--- src/rtl/nvsg_pkg.sv ---
package nvsg_pkg;
  typedef enum logic {
    SQ_IDLE = 1'b0,
    SQ_PULL = 1'b1
  } sq_state_e;

  // True on the final cycle of a pull window of length win.
  function automatic logic at_window_end(input int unsigned cnt, input int unsigned win);
    return cnt == win - 1;
  endfunction

  // An attempt succeeds if the line was seen low earlier or is low now.
  function automatic logic line_claimed(input logic seen, input logic low_now);
    return seen | low_now;
  endfunction
endpackage

--- src/rtl/nvsg_sync.sv ---
module nvsg_sync #(
  parameter int STAGES = 2
) (
  input  logic clk,
  input  logic rst_n,
  input  logic d_i,
  output logic q_o
);
  logic [STAGES-1:0] sh_q;

  generate
    if (STAGES == 1) begin : g_one
      always_ff @(posedge clk or negedge rst_n)
        if (!rst_n) sh_q <= '1;
        else        sh_q <= d_i;
    end else begin : g_many
      always_ff @(posedge clk or negedge rst_n)
        if (!rst_n) sh_q <= '1;
        else        sh_q <= {sh_q[STAGES-2:0], d_i};
    end
  endgenerate

  assign q_o = sh_q[STAGES-1];
endmodule

--- src/rtl/nvsg_arm.sv ---
module nvsg_arm (
  input  logic clk,
  input  logic rst_n,
  input  logic vcc_low_i,
  input  logic accept_i,
  output logic trig_o
);
  logic spent_q;

  assign trig_o = vcc_low_i & ~spent_q;

  always_ff @(posedge clk or negedge rst_n)
    if (!rst_n)          spent_q <= 1'b0;
    else if (!vcc_low_i) spent_q <= 1'b0;
    else if (accept_i)   spent_q <= 1'b1;


  one_shot_arm_chk: assert property (@(posedge clk) disable iff (!rst_n)
    accept_i |=> !trig_o);


  rearm_needs_rise_chk: assert property (@(posedge clk) disable iff (!rst_n)
    (vcc_low_i && $past(vcc_low_i) && !$past(trig_o)) |-> !trig_o);
endmodule

--- src/rtl/nvsg_seq.sv ---
module nvsg_seq
  import nvsg_pkg::*;
#(
  parameter int WINDOW_CYC = 4000
) (
  input  logic clk,
  input  logic rst_n,
  input  logic start_i,
  input  logic hsb_low_i,
  output logic busy_o,
  output logic pull_o,
  output logic go_o,
  output logic abort_o
);
  localparam int CW = (WINDOW_CYC > 1) ? $clog2(WINDOW_CYC) : 1;

  sq_state_e       state_q;
  logic [CW-1:0]   cnt_q;
  logic            seen_q;
  logic            last_cyc;
  logic            claimed;

  assign last_cyc = at_window_end(32'(cnt_q), WINDOW_CYC);
  assign claimed  = line_claimed(seen_q, hsb_low_i);

  always_ff @(posedge clk or negedge rst_n) begin
    if (!rst_n) begin
      state_q <= SQ_IDLE;
      cnt_q   <= '0;
      seen_q  <= 1'b0;
      go_o    <= 1'b0;
      abort_o <= 1'b0;
    end else begin
      go_o    <= 1'b0;
      abort_o <= 1'b0;
      case (state_q)
        SQ_IDLE: if (start_i) begin
          state_q <= SQ_PULL;
          cnt_q   <= '0;
          seen_q  <= 1'b0;
        end
        SQ_PULL: begin
          if (hsb_low_i) seen_q <= 1'b1;
          if (last_cyc) begin
            state_q <= SQ_IDLE;
            go_o    <= claimed;
            abort_o <= ~claimed;
          end else begin
            cnt_q <= cnt_q + 1'b1;
          end
        end
        default: state_q <= SQ_IDLE;
      endcase
    end
  end

  assign busy_o = (state_q == SQ_PULL);
  assign pull_o = busy_o;


  start_pulls_chk: assert property (@(posedge clk) disable iff (!rst_n)
    (start_i && !busy_o) |=> pull_o);


  window_bound_chk: assert property (@(posedge clk) disable iff (!rst_n)
    pull_o |-> (32'(cnt_q) < WINDOW_CYC));


  go_after_window_chk: assert property (@(posedge clk) disable iff (!rst_n)
    go_o |-> ($past(pull_o) && !pull_o));


  verdict_exclusive_chk: assert property (@(posedge clk) disable iff (!rst_n)
    !(go_o && abort_o));


  window_verdict_chk: assert property (@(posedge clk) disable iff (!rst_n)
    $fell(pull_o) |-> (go_o || abort_o));
endmodule

--- src/rtl/nv_store_guard.sv ---
module nv_store_guard #(
  parameter int WINDOW_CYC  = 4000,
  parameter int SYNC_STAGES = 2
) (
  input  logic clk,
  input  logic rst_n,
  input  logic vcc_low_i,
  input  logic vcap_low_i,
  input  logic hsb_sense_i,
  input  logic ext_store_req_i,
  input  logic wr_req_i,
  output logic hsb_pull_o,
  output logic store_go_o,
  output logic store_abort_o,
  output logic wr_en_o
);
  logic hsb_s;
  logic auto_trig;
  logic ext_ok;
  logic busy;
  logic auto_accept;
  logic start;

  nvsg_sync #(.STAGES(SYNC_STAGES)) sync_i (
    .clk(clk), .rst_n(rst_n), .d_i(hsb_sense_i), .q_o(hsb_s));

  assign ext_ok      = ext_store_req_i & ~vcap_low_i;
  assign auto_accept = auto_trig & ~busy;
  assign start       = ~busy & (auto_trig | ext_ok);

  nvsg_arm arm_i (
    .clk(clk), .rst_n(rst_n), .vcc_low_i(vcc_low_i),
    .accept_i(auto_accept), .trig_o(auto_trig));

  nvsg_seq #(.WINDOW_CYC(WINDOW_CYC)) seq_i (
    .clk(clk), .rst_n(rst_n), .start_i(start), .hsb_low_i(~hsb_s),
    .busy_o(busy), .pull_o(hsb_pull_o), .go_o(store_go_o),
    .abort_o(store_abort_o));

  assign wr_en_o = wr_req_i & ~vcap_low_i;


  brownout_blocks_ext_chk: assert property (@(posedge clk) disable iff (!rst_n)
    (!busy && ext_store_req_i && vcap_low_i && !auto_trig) |=> !hsb_pull_o);


  auto_starts_chk: assert property (@(posedge clk) disable iff (!rst_n)
    auto_accept |=> hsb_pull_o);
endmodule

--- config.mk ---
export PLATFORM = sky130hd
export DESIGN_NAME = nv_store_guard
export DESIGN_NICKNAME = d
export VERILOG_FILES = /design/src/rtl/nvsg_pkg.sv /design/src/rtl/nvsg_sync.sv /design/src/rtl/nvsg_arm.sv /design/src/rtl/nvsg_seq.sv /design/src/rtl/nv_store_guard.sv
export SDC_FILE = /design/constraint.sdc
export NUM_CORES = 1
export LEC_CHECK = 0
export ABC_AREA = 1
export BUFFER_PORTS_ARGS = -buffer_cell sky130_fd_sc_hd__buf_2
export CORE_MARGIN = 5
export CORE_UTILIZATION = 45
export CTS_CLUSTER_SIZE = 20
export DETAILED_ROUTE_END_ITERATION = 8
export SLEW_MARGIN = 20
export SYNTH_ARGS = -nofsm -noshare
export SYNTH_HDL_FRONTEND = slang
export SYNTH_SLANG_ARGS = --single-unit
--- constraint.sdc ---
create_clock -name clk -period 2.1 [get_ports clk]
set_clock_uncertainty 0.2 [all_clocks]
set_input_delay 0.105 -clock clk [delete_from_list [all_inputs] [get_ports clk]]
set_output_delay 0.105 -clock clk [all_outputs]
set_load 0.01 [all_outputs]
# Word-level counts from Yosys, hierarchy flattened

Cells that the tools add are included.

Add/sub/neg operators: 1
Muxes and demuxes: 15
Bitwise logic cells: 12
Reductions and logical operators: 2
Equality and inequality tests: 5

Operators by type and width:

| cell                                                                     | count |
|---|---|
| 12-bit two-way mux                                                       | 2 |
| 12-bit one-hot mux with 2 select lines                                   | 1 |
| 12-bit by 1-bit adder with 12-bit output (second input constant)         | 1 |
| 12-bit equality test (second input constant)                             | 1 |
| 1-bit two-way mux                                                        | 10 |
| 1-bit bitwise AND                                                        | 5 |
| 1-bit inverter                                                           | 5 |
| 2-bit by 1-bit inequality test with 1-bit output (second input constant) | 2 |
| 2-bit inequality test (second input constant)                            | 2 |
| 1-bit one-hot mux with 2 select lines                                    | 2 |
| 2-bit AND reduction                                                      | 2 |
| 1-bit bitwise OR                                                         | 2 |

Input port bits: 7
Word-level logic and storage cells: 42
Output and inout bits: 4
Flip-flop bits (word level): 19

# Logic depth before layout (Yosys ltp)

Gate-level depths: netlist (run 1).

Depth after elaboration: 6
Mapped depth: 9
Gate-level depth less buffers: 9

# Modules after synthesis

From an unflattened synthesis (run 1), not the netlist that was laid out.

Cells, all modules: 136
Area total of the unflattened synthesis: 1037.2 µm²

Modules (own cells, without submodules):

| module         | area an instance (µm²) | sequential area each (µm²) | instances | cells each |
|---|---|---|---|---|
| nvsg_seq       | 910.9                  | 400.4                      | 1         | 120 |
| nvsg_sync      | 52.6                   | 52.6                       | 1         | 2 |
| nvsg_arm       | 40.0                   | 25.0                       | 1         | 5 |
| nv_store_guard | 33.8                   | 0.0                        | 1         | 9 |

# Least setup slack after synthesis (run 1)

OpenSTA, ideal clock, no wires.

Path kind: register to register
Start point: reg seq_i.cnt_q[0]
End point: reg seq_i.cnt_q[5]
Cell stages (with the launch flop): 9
Required time: 1.826 ns
Data arrival time: 1.356 ns
Clock period less this slack: 1.630 ns
Slack: 0.470 ns
Cells stage by stage: dfrtp_1 -> ha_1 -> nand2_2 -> nor2_4 -> nand3_4 -> a21oi_4 -> buf_6 -> nand2_1 -> o21ai_2

Cells in the longest elaborated chain, start to end: 3
Elaborated cells between the ends (all ways): 6

Ends and longest elaborated chain:

| element                                                                                 | line                          | source |
|---|---|---|
| start: declaration                                                                      | nvsg_seq.sv:18                | `logic [CW-1:0] cnt_q;` |
| start signal: assignment                                                                | nvsg_seq.sv:49                | `cnt_q <= cnt_q + 1'b1;` |
| 12-bit by 1-bit adder with 12-bit output / 12-bit equality test (equally long branches) | nvsg_seq.sv:49, nvsg_pkg.sv:9 |  |
| 12-bit two-way mux / 2-bit inequality test (equally long branches)                      | -                             |  |
| 12-bit one-hot mux with 2 select lines / 2-bit AND reduction (equally long branches)    | -                             |  |

Parallel ways exist; a longest one is shown, timed or not. The select of a mux whose other input is x is not followed.
A chain may end at the register's enable or synchronous reset.

# Final worst setup path (run 1)

Same ends and word-level chain as after synthesis.

==> results of run 1 <==
registers in the layout, indices dropped and copies added, names as in the netlist:
name           cells
sync_i.sh_q        2
seq_i.cnt_q       12
seq_i.busy_o       1
seq_i.abort_o      1
seq_i.go_o         1
arm_i.spent_q      1
seq_i.seen_q       1
what timing repair did:
item / 4_1_cts / 5_1_grt
hold buffers: 3 / 0
setup endpoints to repair: 0 / 0
setup buffers: 0 / 0
hold endpoints to repair: 21 / 0
layout by cell type, fill, tap and decap left out, drive strengths merged, types with 3 or more instances in the layout:
master       netlist  final
nand2             40     40
inv               19     19
a21oi              5      5
clkbuf             0      4
nand3             12     12
nor2              14     14
o21ai              9      9
dfrtp             17     17
dlygate4sd3        0      3
buf                2     11
nand4              3      3
layer usage:
layer	global-route usage	up-vias	share of wire
met3	0.0200	5	0.022
li1	-	447	-
met4	0.0596	0	0.021
met2	0.235	8	0.46
met1	0.191	369	0.49
met5	0	-	0
cell type report:
type	count	share of cell area
clock buffer	4	0.0225
inverter	19	0.0611
multi-input combinational	91	0.402
sequential	19	0.409
tap	28	0.0300
timing repair buffer	14	0.0750
cell families (layout without fill, tap and decap cells):
family                     count (synthesis)  after routing  synth area share
DFF                                       19             19             0.461
buffers and inverters                     21             37            0.0869
and+or+nand+nor                           73             73             0.329
AOI/OAI and AO/OA                         16             16             0.103
xor gates and xnor gates                   1              1           0.00845
adders and majority gates                  1              1            0.0121
critical path: cells and delay by family, from the launching register on:
kind | cells | cell delay, ns
fa+ha+maj | 1 | 0.27
flops | 1 | 0.43
compound gates | 2 | 0.39
simple gates | 4 | 0.49
through the flow:
step | area [µm²] | setup slack [ns] | hold slack [ns] | power (mW)
CTS | 1170 | 0.239 | 0.0322 | 0.632
detailed placement | 1110 | 0.258 | -0.134 | 0.441
finish | 1170 | 0.247 | 0.0309 | 0.620
global placement | 1110 | 0.310 | -0.140 | 0.441
global route | 1170 | 0.0651 | 0.0665 | 0.662
floorplan | 1040 | 0.470 | -0.391 | 0.420
power groups by stage:
stage	Sequential (mW)	Clock, mW	Combinational [mW]
after detailed placement	0.397	0	0.0445
after CTS	0.390	0.193	0.0489
after floorplan	0.393	0	0.0266
after global routing	0.392	0.212	0.0576
after global placement	0.397	0	0.0441
final	0.390	0.182	0.0481
worst max path at each step:
stage | to | slack [ns] | start
finish | seq_i.cnt_q[5]$_DFFE_PN0P_ | 0.25 | seq_i.cnt_q[0]$_DFFE_PN0P_
global route | seq_i.cnt_q[9]$_DFFE_PN0P_ | 0.07 | seq_i.cnt_q[0]$_DFFE_PN0P_
CTS | seq_i.cnt_q[5]$_DFFE_PN0P_ | 0.24 | seq_i.cnt_q[0]$_DFFE_PN0P_
detailed placement | seq_i.cnt_q[5]$_DFFE_PN0P_ | 0.26 | seq_i.cnt_q[0]$_DFFE_PN0P_
global placement | seq_i.cnt_q[9]$_DFFE_PN0P_ | 0.31 | seq_i.cnt_q[0]$_DFFE_PN0P_
floorplan | seq_i.cnt_q[5]$_DFFE_PN0P_ | 0.47 | seq_i.cnt_q[0]$_DFFE_PN0P_
==> flow_summary.toml, run 1 <==
[synth]
syn_nets = 139
synth_most_common_cell = "nand2_1"
synthCells = 131
ys.flop_type = "dfrtp_1"
synth_commonest_cells = "36 x nand2_1, 19 x inv_1, 17 x dfrtp_1"
syn_area_per_cell_um2 = 7.92
async_flop_share = 1.00
syn-cell-area_mm2 = 0.00104
ys_ff_latch = 19
synth_area_leader_cell = "dfrtp_1"
synthTopCellsByArea = "dfrtp_1 41%, nand2_1 13%, inv_1 6.9%"
yosysWarnings = 0
synthDistinctLibCells = 26
synth_enable_flop_cells = 0
synth_top_area_share = 0.410
ys_seq_area_frac = 0.461

[worst_setup_path]
crit_chain = "ha_1 > nand2_2 > nor2_4 > nand3_4 > a21oi_4 > nand2_1 > o21ai_2"
crit_slowest_cell = "dfrtp_1"
cp-end-kind = "register"
rrSetupSlack_ns = 0.25
ff2ff_path_depth = 7
timing.rr.end = "seq_i.cnt_q[5]$_DFFE_PN0P_"
crit_arrival_ns = 1.88
criticalPathCategory = "reg -> reg"
start_kind = "register"
crit_path_max_incr_delay_ns = 0.43
r2r-start = "seq_i.cnt_q[0]$_DFFE_PN0P_"
crit_required_ns = 2.13
worst-path-max-fanout = 11

[drt]
wl_per_cell_um = 11.5
drtPass1Iterations = 4
first_iter_violations = 26
via_count = 829
drc = 0
detail-route-antenna-nets = 0
vias_per_cell = 4.74
finalWirelength_um = 2010

[sta]
tightest_slew_ns = 0.422
finalSetupTns_ns = 0
max-slew-margin-rel = 0.719
fin_crit_sh = 0.883
setup_viol = 0
fmax_ghz = 0.540
min_period_ns = 1.85
slew_viol_final = 0
rsz0062_at_grt = "no"
finalHoldViolCount = 0

[die]
rows = 17
io_pins = 11
core_mm2 = 0.00221
dieHeight_um = 58.0
start_util = 0.469
design.die.area_mm2 = 0.00337
fp.dieW_um = 58.0

[power_and_ir_drop]
internal_power_mw = 0.471
p_switching_mw = 0.149
leakage_nw = 0.561
clkPwrFrac = 0.294
p_per_area_mw_per_mm2 = 531
peakVddDrop_mv = 0.307
power.share.sequential = 0.628
combPwrFrac = 0.078
switching_share = 0.240

[global_routing]
grt_pass1_wl_um = 3760
grtUsageTotal = 0.144
antenna_found_initial = 0
gr-total-overflow = 0
grt_pass1_vias = 845
grt_max_degree = 20

[cells_and_area]
fin_nets = 156
seqCellArea_um2 = 478
n_fill_cell = 224
multiInputGateArea_um2 = 469
area_growth_pct = 12.5
fin_cells = 175
layout-drive-gt1-share = 0.190
diodes = 0
final_util = 0.528

[worst_hold_path]
holdPathEnd = "seq_i.seen_q$_DFFE_PN0P_"
hp-start = "ext_store_req_i"
hp-class = "in -> reg"
holdPathStages = 4

[clocking]
cts_buffers = 3
cts-htree-levels = 1
clkTransAtPathRegs_ns = 0.11
cts_tree = "done"
clock-root-buffer = "clkbuf_4"
insertion_delay_ns = 0.29
cts_num_sinks = 19
cts_resized = 0
clockBufferDepth = 2

[flow_run]
cap_violations = 0

[place]
dp_hpwl_um = 1530
dp.cells = 168
place_congestion = 0.893
port-buffer-count = 10

[run_status]
status = "finished clean"
Power figures use the tool's default switching activity.
==> run 2: changes to the inputs <==
- PLACE_DENSITY: not set -> 0.66
==> flow_summary.toml, run 2 (synthesized netlist as in run 1, its figures left out) <==
[run_status]
status = "finished clean"

[die]
fp.dieW_um = 58.0
rows = 17
io_pins = 11
start_util = 0.469
design.die.area_mm2 = 0.00337
dieHeight_um = 58.0
core_mm2 = 0.00221

[worst_hold_path]
hp-start = "ext_store_req_i"
hp-class = "in -> reg"

[place]
port-buffer-count = 10
place_congestion = 0.868
dp_hpwl_um = 1560
place_area_mm2 = 0.00111

[clocking]
cts_buffers = 3
clockBufferDepth = 2
clkTransAtPathRegs_ns = 0.10
cts_tree = "done"
cts_resized = 0
clock-root-buffer = "clkbuf_4"
cts-htree-levels = 1
insertion_delay_ns = 0.29
cts_num_sinks = 19

[cells_and_area]
multiInputGateArea_um2 = 469
layout_commonest_cell = "nand2_1"
layout_common_cells = "36 x nand2_1, 19 x inv_1, 17 x dfrtp_1"
area_growth_pct = 12.5
final_area_mm2 = 0.00117
reg_top3 = "seq_i.cnt_q x12, sync_i.sh_q x2"
diodes = 0
fin_nets = 156
layout-drive-gt1-share = 0.190
regMostFlops = "seq_i.cnt_q"
n_fill_cell = 226
seqCellArea_um2 = 478
largest_reg_flops = 12

[sta]
slew_viol_final = 0
finalSetupTns_ns = 0
min_period_ns = 1.87
rsz0062_at_grt = "no"
fmax_ghz = 0.535
tightest_slew_ns = 0.406
fin_crit_sh = 0.890
hold_ws_ns = 0.0217
setup_viol = 0
max-slew-margin-rel = 0.729
finalHoldViolCount = 0

[drt]
drtPass1Iterations = 4
finalWirelength_um = 2100
detail-route-antenna-nets = 0
wl_per_cell_um = 12.0
vias_per_cell = 5.03
first_iter_violations = 31
via_count = 881
drc = 0

[global_routing]
grt_max_degree = 20
grtUsageTotal = 0.153
antenna_found_initial = 0
grt_pass1_vias = 885
gr-total-overflow = 0
grt_pass1_wl_um = 3910

[worst_setup_path]
crit_arrival_ns = 1.90
start_kind = "register"
crit_chain = "ha_1 > nand2_2 > nor2_4 > nand3_4 > a21oi_4 > nand2_1 > o21ai_2"
cp-end-kind = "register"
ff2ff_path_depth = 7
criticalPathCategory = "reg -> reg"
crit_path_max_incr_delay_ns = 0.45
startpoint = "seq_i.cnt_q[0]$_DFFE_PN0P_"
crit_slowest_cell = "dfrtp_1"
rrSetupSlack_ns = 0.23
timing.rr.end = "seq_i.cnt_q[5]$_DFFE_PN0P_"
cpLargestDelayFamily = "simple AND/OR/NAND/NOR gates"
worst-path-max-fanout = 11
critPathBufInv = 0
crit_cells = 7
r2r-start = "seq_i.cnt_q[0]$_DFFE_PN0P_"
crit_required_ns = 2.13
critPathCapture = "seq_i.cnt_q[5]$_DFFE_PN0P_"

[flow_run]
cap_violations = 0

[power_and_ir_drop]
leakage_nw = 0.561
peakVddDrop_mv = 0.421
p_per_area_mw_per_mm2 = 531
==> run 2: cell counts in the layout (fill, tap and decap cells not counted) <==
Identical to the previous run, type by type.
==> run 2: worst min-delay path: cells and delay by family <==
kind | cells | cell delay [ns]
AO/OA/AOI/OAI | 1 | 0.12
buffers and inverters | 1 | 0.10
AND/OR/NAND/NOR | 2 | 0.16
==> run 2: power breakdown <==
| part | switching [mW] | internal (mW) |
|---|---|---|
| sequential | 0.0123 | 0.377 |
| combinational | 0.0279 | 0.0201 |
| clock | 0.108 | 0.0740 |
==> run 2: layout make-up <==
cell class,count,area share
clock buffers,4,0.0225
inverters,19,0.0611
flip-flops and latches,19,0.409
repair buffers,14,0.0750
multi-input cells,91,0.402
well taps,28,0.0300
==> run 2: what timing repair did <==
action | CTS | global route
hold endpoints to repair | 21 | 0
hold buffers | 3 | 0
setup buffers | 0 | 0
==> run 2: worst min-delay path by stage <==
stage | to | slack [ns] | cells past startpoint
floorplan | arm_i.spent_q$_DFFE_PN0P_ | -0.39 | 0
global placement | arm_i.spent_q$_DFFE_PN0P_ | -0.14 | 1
detailed placement | seq_i.abort_o$_DFF_PN0_ | -0.14 | 1
CTS | seq_i.seen_q$_DFFE_PN0P_ | 0.02 | 4
global route | seq_i.seen_q$_DFFE_PN0P_ | 0.04 | 4
finish | seq_i.seen_q$_DFFE_PN0P_ | 0.02 | 4
==> run 2: stage by stage <==
stage	worst slack, ns	util	cells	total power, mW
global route	0.0967	0.528	175	0.658
global placement	0.306	0.502	168	0.439
finish	0.231	0.528	175	0.620
floorplan	0.470	-	131	0.420
CTS	0.228	0.528	175	0.629
detailed placement	0.258	0.502	168	0.441
==> run 2: routing by layer <==
layer	wire (µm)	GRT usage	part of all wire	vias to the layer above
li1	-	-	-	451
met1	979	0.195	0.47	395
met2	915	0.234	0.44	27
met3	137	0.0379	0.065	8
met4	67	0.0894	0.032	0
met5	0	0	0	-
